`config.mk`:
```
export PLATFORM = sky130hd
export DESIGN_NAME = hsk_ctl_line
export DESIGN_NICKNAME = d
export VERILOG_FILES = /design/src/rtl/hsk_pkg.sv /design/src/rtl/hsk_edge_sense.sv /design/src/rtl/hsk_access_arm.sv /design/src/rtl/hsk_ctl_line.sv
export SDC_FILE = /design/constraint.sdc
export NUM_CORES = 1
export LEC_CHECK = 0
export BUFFER_PORTS_ARGS = -buffer_cell sky130_fd_sc_hd__buf_2
export CORE_AREA = 3 3 40 42
export CTS_BUF_LIST = sky130_fd_sc_hd__clkbuf_16
export CTS_CLUSTER_DIAMETER = 100
export DETAILED_ROUTE_END_ITERATION = 10
export DIE_AREA = 0 0 43 45
export HOLD_SLACK_MARGIN = 0.1
export MAX_ROUTING_LAYER = met4
export SLEW_MARGIN = 20
export SYNTH_ARGS = -nofsm -noshare
export SYNTH_HDL_FRONTEND = slang
export SYNTH_SLANG_ARGS = --single-unit
export TNS_END_PERCENT = 30
```
`constraint.sdc`:
```
create_clock -name clk -period 0.9 [get_ports clk]
set_input_delay 0.18 -clock clk [delete_from_list [all_inputs] [get_ports clk]]
set_output_delay 0.18 -clock clk [all_outputs]
set_load 0.1 [all_outputs]
```
`src/rtl/hsk_pkg.sv`:
```
package hsk_pkg;

   // Decoded upper two bits of the mode field
   typedef enum logic [1:0] {
      HSK_INPUT_L = 2'b00,
      HSK_INPUT_H = 2'b01,
      HSK_STROBE  = 2'b10,
      HSK_FIXED   = 2'b11
   } hsk_mode_e;

   localparam int unsigned HSK_SIDE_READ  = 0;
   localparam int unsigned HSK_SIDE_WRITE = 1;
   localparam int unsigned HSK_MODE_W     = 3;

   function automatic hsk_mode_e hsk_decode(input logic [HSK_MODE_W-1:0] f);
      return hsk_mode_e'(f[HSK_MODE_W-1:HSK_MODE_W-2]);
   endfunction

endpackage

```
`src/rtl/hsk_edge_sense.sv`:
```
// Finds E edges and derives the strobe edge and the deselected-cycle
// restore event for the chosen port flavour.
module hsk_edge_sense #(
   parameter int unsigned SIDE_B = 0
) (
   input  logic clk,
   input  logic rst_n,
   input  logic e_strobe,
   input  logic sel,
   output logic strobe_edge,
   output logic desel_restore
);
   logic e_q;
   logic e_rise;
   logic e_fall;

   always_ff @(posedge clk) begin
      if (!rst_n) e_q <= 1'b0;
      else        e_q <= e_strobe;
   end

   assign e_rise = e_strobe & ~e_q;
   assign e_fall = e_q & ~e_strobe;

   if (SIDE_B == hsk_pkg::HSK_SIDE_READ) begin : g_read
      // strobe and restore both on the trailing edge of E
      assign strobe_edge   = e_fall;
      assign desel_restore = e_fall & ~sel;
   end else begin : g_write
      logic desel_seen;
      // remember a pulse that ended while deselected, consume on next rise
      always_ff @(posedge clk) begin
         if (!rst_n)                 desel_seen <= 1'b0;
         else if (e_rise)            desel_seen <= 1'b0;
         else if (e_fall && !sel)    desel_seen <= 1'b1;
      end
      assign strobe_edge   = e_rise;
      assign desel_restore = e_rise & desel_seen;
   end

endmodule

```
`src/rtl/hsk_access_arm.sv`:
```
// Holds a pending strobe request between the data access and the edge
// that turns it into a low level.
module hsk_access_arm (
   input  logic clk,
   input  logic rst_n,
   input  logic enable,
   input  logic data_acc,
   input  logic line_high,
   input  logic strobe_edge,
   output logic armed
);
   always_ff @(posedge clk) begin
      if (!rst_n)                    armed <= 1'b0;
      else if (!enable)              armed <= 1'b0;
      else if (strobe_edge)          armed <= 1'b0;
      else if (data_acc && line_high) armed <= 1'b1;
   end
endmodule

```
`src/rtl/hsk_ctl_line.sv`:
```
module hsk_ctl_line #(
   parameter int unsigned SIDE_B = 0
) (
   input  logic       clk,
   input  logic       rst_n,
   input  logic [2:0] ctl_mode,
   input  logic       e_strobe,
   input  logic       sel,
   input  logic       data_acc,
   input  logic       ack_edge,
   output logic       line_out,
   output logic       line_oe
);
   import hsk_pkg::*;

   localparam int unsigned EN_BIT  = HSK_MODE_W - 1;
   localparam int unsigned SRC_BIT = 0;

   if (SIDE_B != HSK_SIDE_READ && SIDE_B != HSK_SIDE_WRITE) begin : g_bad_side
      $error("hsk_ctl_line: SIDE_B must be 0 or 1");
   end

   hsk_mode_e mode;
   hsk_mode_e mode_q;
   logic      lvl;
   logic      oe_q;
   logic      strobe_run;
   logic      strobe_edge;
   logic      desel_restore;
   logic      armed;
   logic      go_low;
   logic      restore;

   assign mode       = hsk_decode(ctl_mode);
   assign strobe_run = (mode == HSK_STROBE) && (mode_q == HSK_STROBE);

   hsk_edge_sense #(.SIDE_B(SIDE_B)) u_edge (
      .clk           (clk),
      .rst_n         (rst_n),
      .e_strobe      (e_strobe),
      .sel           (sel),
      .strobe_edge   (strobe_edge),
      .desel_restore (desel_restore)
   );

   hsk_access_arm u_arm (
      .clk         (clk),
      .rst_n       (rst_n),
      .enable      (strobe_run),
      .data_acc    (data_acc),
      .line_high   (lvl),
      .strobe_edge (strobe_edge),
      .armed       (armed)
   );

   assign go_low  = armed & strobe_edge;
   assign restore = ctl_mode[SRC_BIT] ? desel_restore : ack_edge;

   always_ff @(posedge clk) begin
      if (!rst_n) begin
         lvl    <= 1'b1;
         oe_q   <= 1'b0;
         mode_q <= HSK_INPUT_L;
      end else begin
         oe_q   <= ctl_mode[EN_BIT];
         mode_q <= mode;
         unique case (mode)
            HSK_FIXED:  lvl <= ctl_mode[SRC_BIT];
            HSK_STROBE: begin
               if (mode_q != HSK_STROBE) lvl <= 1'b1;
               else if (go_low)          lvl <= 1'b0;
               else if (restore)         lvl <= 1'b1;
            end
            default:    lvl <= 1'b1;
         endcase
      end
   end

   assign line_out = lvl;
   assign line_oe  = oe_q;

endmodule

```
---- After elaboration in Yosys (flattened, before gate mapping) ----
Index checks and enable logic that the tools add are counted.
cells by class
  magnitude comparators ................... 0
  equal/unequal tests ..................... 5
  bitwise operators ....................... 7
  mux-type cells .......................... 5
  shifts and indexed selects .............. 0
  divide/modulo/power cells ............... 0
  $mul .................................... 0
  reductions and logical operators ........ 3
  add/sub/neg operators ................... 0
operator list
  cell                                                              count
  2-bit == test (second input constant)                             3
  1-bit two-way mux                                                 4
  4-bit by 3-bit != test with 1-bit output (second input constant)  1
  1-bit inverter                                                    4
  1-bit AND                                                         3
  3-bit OR reduction                                                1
  1-bit logical AND                                                 2
  2-bit != test (second input constant)                             1
  1-bit one-hot mux with 2 select lines                             1
storage, ports and cells
  RAM bits ................................ 0
  memories kept ........................... 0
  bits in latches ......................... 0
  word-level logic and storage cells ...... 25
  ROM bits ................................ 0
  register bits after elaboration ......... 6

---- Longest topological paths before layout ----
  depth after elaboration ................. 8
  gate-level depth with buffers ........... 4
  mapped depth without buffers ............ 4

---- Modules after synthesis ----
From an unflattened synthesis, not the netlist that was laid out.
unflattened totals
  cell total of the unflattened synthesis .. 19
  area total of the unflattened synthesis .. 210.2 µm²
by module, submodules not included
  module          instances  area an instance (µm²)  seq. area each (µm²)  cells an instance
  hsk_ctl_line    1          125.1                   60.1                  11
  hsk_edge_sense  1          46.3                    20.0                  4
  hsk_access_arm  1          38.8                    20.0                  4

---- Worst setup path after synthesis ----
Ideal clock, no wire load.
  kind .................................... register -> register
  start point ............................. register mode_q[1]
  end point ............................... register lvl, in the netlist line_out
  slack ................................... -791 ps
  library setup time ...................... 128 ps
  stages on the path, launching flop included .. 5
  path buffers ............................ 0
  arrival ................................. 1563 ps
  required time ........................... 772 ps
  path through ............................ dfxtp_1 and4bb_4 nand2_2 o221ai_2 o211ai_1
between the ends
  word-level cells in the longest chain between the ends .. 3
  elaborated cells between the ends (all ways) .. 4
  classes of those cells .................. eq/ne: 2; mux: 2
ends and longest elaborated chain
  element                                RTL line            text
  from (decl)                            hsk_ctl_line.sv:24  hsk_mode_e mode_q;
  from (signal assigned)                 hsk_ctl_line.sv:66  mode_q <= mode;
  2-bit != test *                        hsk_ctl_line.sv:70  if (mode_q != HSK_STROBE) lvl <= 1'b1;
  1-bit two-way mux                      hsk_ctl_line.sv:70
  1-bit one-hot mux with 2 select lines  hsk_ctl_line.sv:67  unique case (mode)
  to (signal assigned)                   hsk_ctl_line.sv:68  HSK_FIXED: lvl <= ctl_mode[SRC_BIT];
  to (decl)                              hsk_ctl_line.sv:25  logic lvl;
Mark *: on every way between the ends. The rest lies on a longest branch, timed or not.
A chain may end at the register's enable or synchronous reset.

---- Worst setup path in the final report ----
  start point ............................. register mode_q[0]
  end point ............................... register lvl, in the netlist line_out
Same word-level chain as after synthesis.

==> impl_metrics.tcl <==
set metrics [dict create \
    wl_per_cell_um 10.1 \
    initial_core_util_pct 17.6 \
    synth_common_cells "5 x dfxtp_1, 3 x and2_1, 2 x nand3_1" \
    synth-compound-area-share_pct 15.5 \
    synth_top_family_by_area "simple AND/OR/NAND/NOR gates" \
    required_ns 1.00 \
    tns_ns -0.250 \
    fill_cells 135 \
    die_height_um 45 \
    nNetsFinal 49 \
    fin_worst_skew_ns 0.00203 \
    io_pins 11 \
    timing_worst_setup_path_type "reg2reg" \
    drt_wl_total_um 546 \
    syn_area_um2 226 \
    cts_tree "built" \
    drt-initial-drc-count 3 \
    grt-ovfl-total 0 \
    worstRegToRegCells 4 \
    hold_path_class "in2reg" \
    cts_buffers 3 \
    powerDensity_nw_per_um2 2380 \
    drive_above_1_share_pct 61.5 \
    irDropWorstVdd_mv 1.25 \
    port_buffers 10 \
    cellLeakagePower_nw 0.195 \
    core_um2 1280 \
    fin_crit_sh_pct 113 \
    finalCriticalPeriod_ns 1.02 \
    clk_pin_slew_ns 0.03 \
    ys_types 14 \
    synth_simple_gate_area_share_pct 40.3 \
    synthAdderAreaFrac_pct 0 \
    hp-start "e_strobe" \
    dpl_cell_area_um2 360 \
    grt_max_degree 6 \
    first_pass_iters 2 \
    synth_area_leader_cell "dfxtp_1" \
    postCtsSetupRepairBufs 0 \
    maxCapViolations 0 \
    hold_end "u_edge.e_q" \
    holdPathStages 2 \
    clock_sinks 5 \
    setup_slack_ns -0.116 \
    synth_flop_cell "dfxtp_1" \
    viasPerCell 4.26 \
    syn_avg_cell_area_um2 10.8 \
    r2r-end "line_out" \
    rr_startpoint "mode_q[0]" \
    synth-xor-area-share_pct 0 \
    worst_pin_slew_ns 0.180 \
    worstPathArrival_ns 1.11 \
    rows 13 \
    hold_viol 0 \
    area_growth_pct 96.7 \
    path_max_fanout 4 \
    clk_latency_ns 0.23 \
    crit_start "mode_q[0]" \
    crit_path_start_kind "flop" \
    ys.warnings.count 0 \
    outcome "finished, violations left" \
    cts_max_level 1 \
    async_reset_ff_share_pct 0 \
    die_width_um 43 \
    grt_pass1_wl_um 1060 \
    clock_path_buffers 2 \
    antenna_found_initial 0 \
    place.detailed.hpwl_um 447 \
    worst-r2r-setup-slack_ns -0.12 \
    drc 0 \
    max_freq_mhz 984 \
    synth_edf_count 0 \
    final_cell_area_um2 445 \
    grt_usage_pct 8.75 \
    muxShareOfSynthArea_pct 0 \
    vias 230 \
    violations "negative setup slack" \
    die_area_um2 1940 \
    ys_seq_elements 5 \
    syn_nets 30 \
    netlist_instances 21 \
    synthTopCellsByArea "dfxtp_1 44%, and2_1 8.3%, and4bb_4 7.2%" \
    ant_nets 0 \
    endpoint_kind "flop" \
    post-synth-top-count-cell "dfxtp_1" \
    diodes 0 \
    setup_violations 3 \
    rsz0062_at_grt "yes" \
    grt_pass1_vias 266 \
    place_congestion 0.764 \
    relSlewSlack_pct 88.0 \
    seq_area_frac_synth_pct 44.2 \
    synth_top_area_share_pct 44.2 \
    cts-root-buf "clkbuf_16" \
    finalMaxSlewViolations 0 \
]
-- timing repair --
action / CTS / global route
pin swaps: 1 / 1
resized for setup: 2 / 0
hold buffers: 0 / 0
setup endpoints to repair: 3 / 4
-- logic make-up after synthesis --
kind of cell	after synthesis
AOI/OAI and AO/OA	4
and+or+nand+nor	12
DFF	5
-- worst max path at each step --
| stage | to | slack (ns) |
|---|---|---|
| after global routing | line_out | -0.19 |
| after global placement | line_out | -0.12 |
| after CTS | line_out | -0.13 |
| final | line_out | -0.12 |
| after floorplan | line_out | -0.28 |
| after detailed placement | line_out | -0.14 |
-- cells in the final DEF (no fill, tap or decap) --
cell / synthesis / final
a21oi_1: 1 / 1
and2_1: 3 / 3
and4bb_1: 1 / 1
and4bb_4: 1 / 1
buf_12: 0 / 2
buf_2: 0 / 8
buf_4: 0 / 3
buf_6: 0 / 1
clkbuf_16: 0 / 3
dfxtp_1: 5 / 3
dfxtp_4: 0 / 2
inv_1: 0 / 1
nand2_1: 1 / 1
nand2_2: 1 / 1
nand2b_2: 1 / 1
nand3_1: 2 / 2
nor2b_1: 1 / 1
nor2b_2: 1 / 1
o211ai_1: 1 / 1
o21a_1: 1 / 1
o221ai_2: 1 / 1
-- critical path: stages, from the launching register on --
cell      delay, ns
dfxtp_1        0.29
and4bb_4       0.32
nand3_1        0.10
o221ai_2       0.07
o211ai_1       0.10
-- per-layer routing --
metal,track usage [%],routed length (um),vias up
met5,-,0,-
met4,10.8,35,0
met3,4.38,67,4
met2,11.4,197,14
met1,8.43,245,99
li1,-,-,113
-- stage by stage --
| step | hold slack [ns] | total power, mW | worst slack [ns] | std cells | utilization, % |
|---|---|---|---|---|---|
| 3_5_place_dp | 0.410 | 0.348 | -0.140 | 50 | 28.0 |
| 4_1_cts | 0.177 | 1.07 | -0.128 | 54 | 34.7 |
| 6_report | 0.179 | 1.06 | -0.116 | 54 | 34.7 |
| 2_1_floorplan | 0.279 | 0.292 | -0.283 | 21 | - |
| 3_3_place_gp | 0.405 | 0.347 | -0.117 | 50 | 28.0 |
| 5_1_grt | 0.200 | 1.10 | -0.191 | 54 | 34.7 |
-- power by group --
group / switching (mW) / internal [mW] / leakage [nW]
sequential: 0.00506 / 0.229 / 0.0418
clock: 0.143 / 0.575 / 0.0423
combinational: 0.0543 / 0.0550 / 0.111
-- layout make-up --
cell class                      instances  area, um2  area share, %
Tap cell                               15       18.8           4.21
Clock buffer                            3       75.1           16.9
Clock inverter                          1       3.75          0.843
Multi-Input combinational cell         16        126           28.4
Timing Repair Buffer                   14        114           25.6
Sequential cell                         5        108           24.2
-- sequential cells by signal, indices dropped and copies added (netlist names) --
register / flops
line_out: 1
u_arm.armed: 1
mode_q: 2
u_edge.e_q: 1
(Power assumes the default switching activity.)
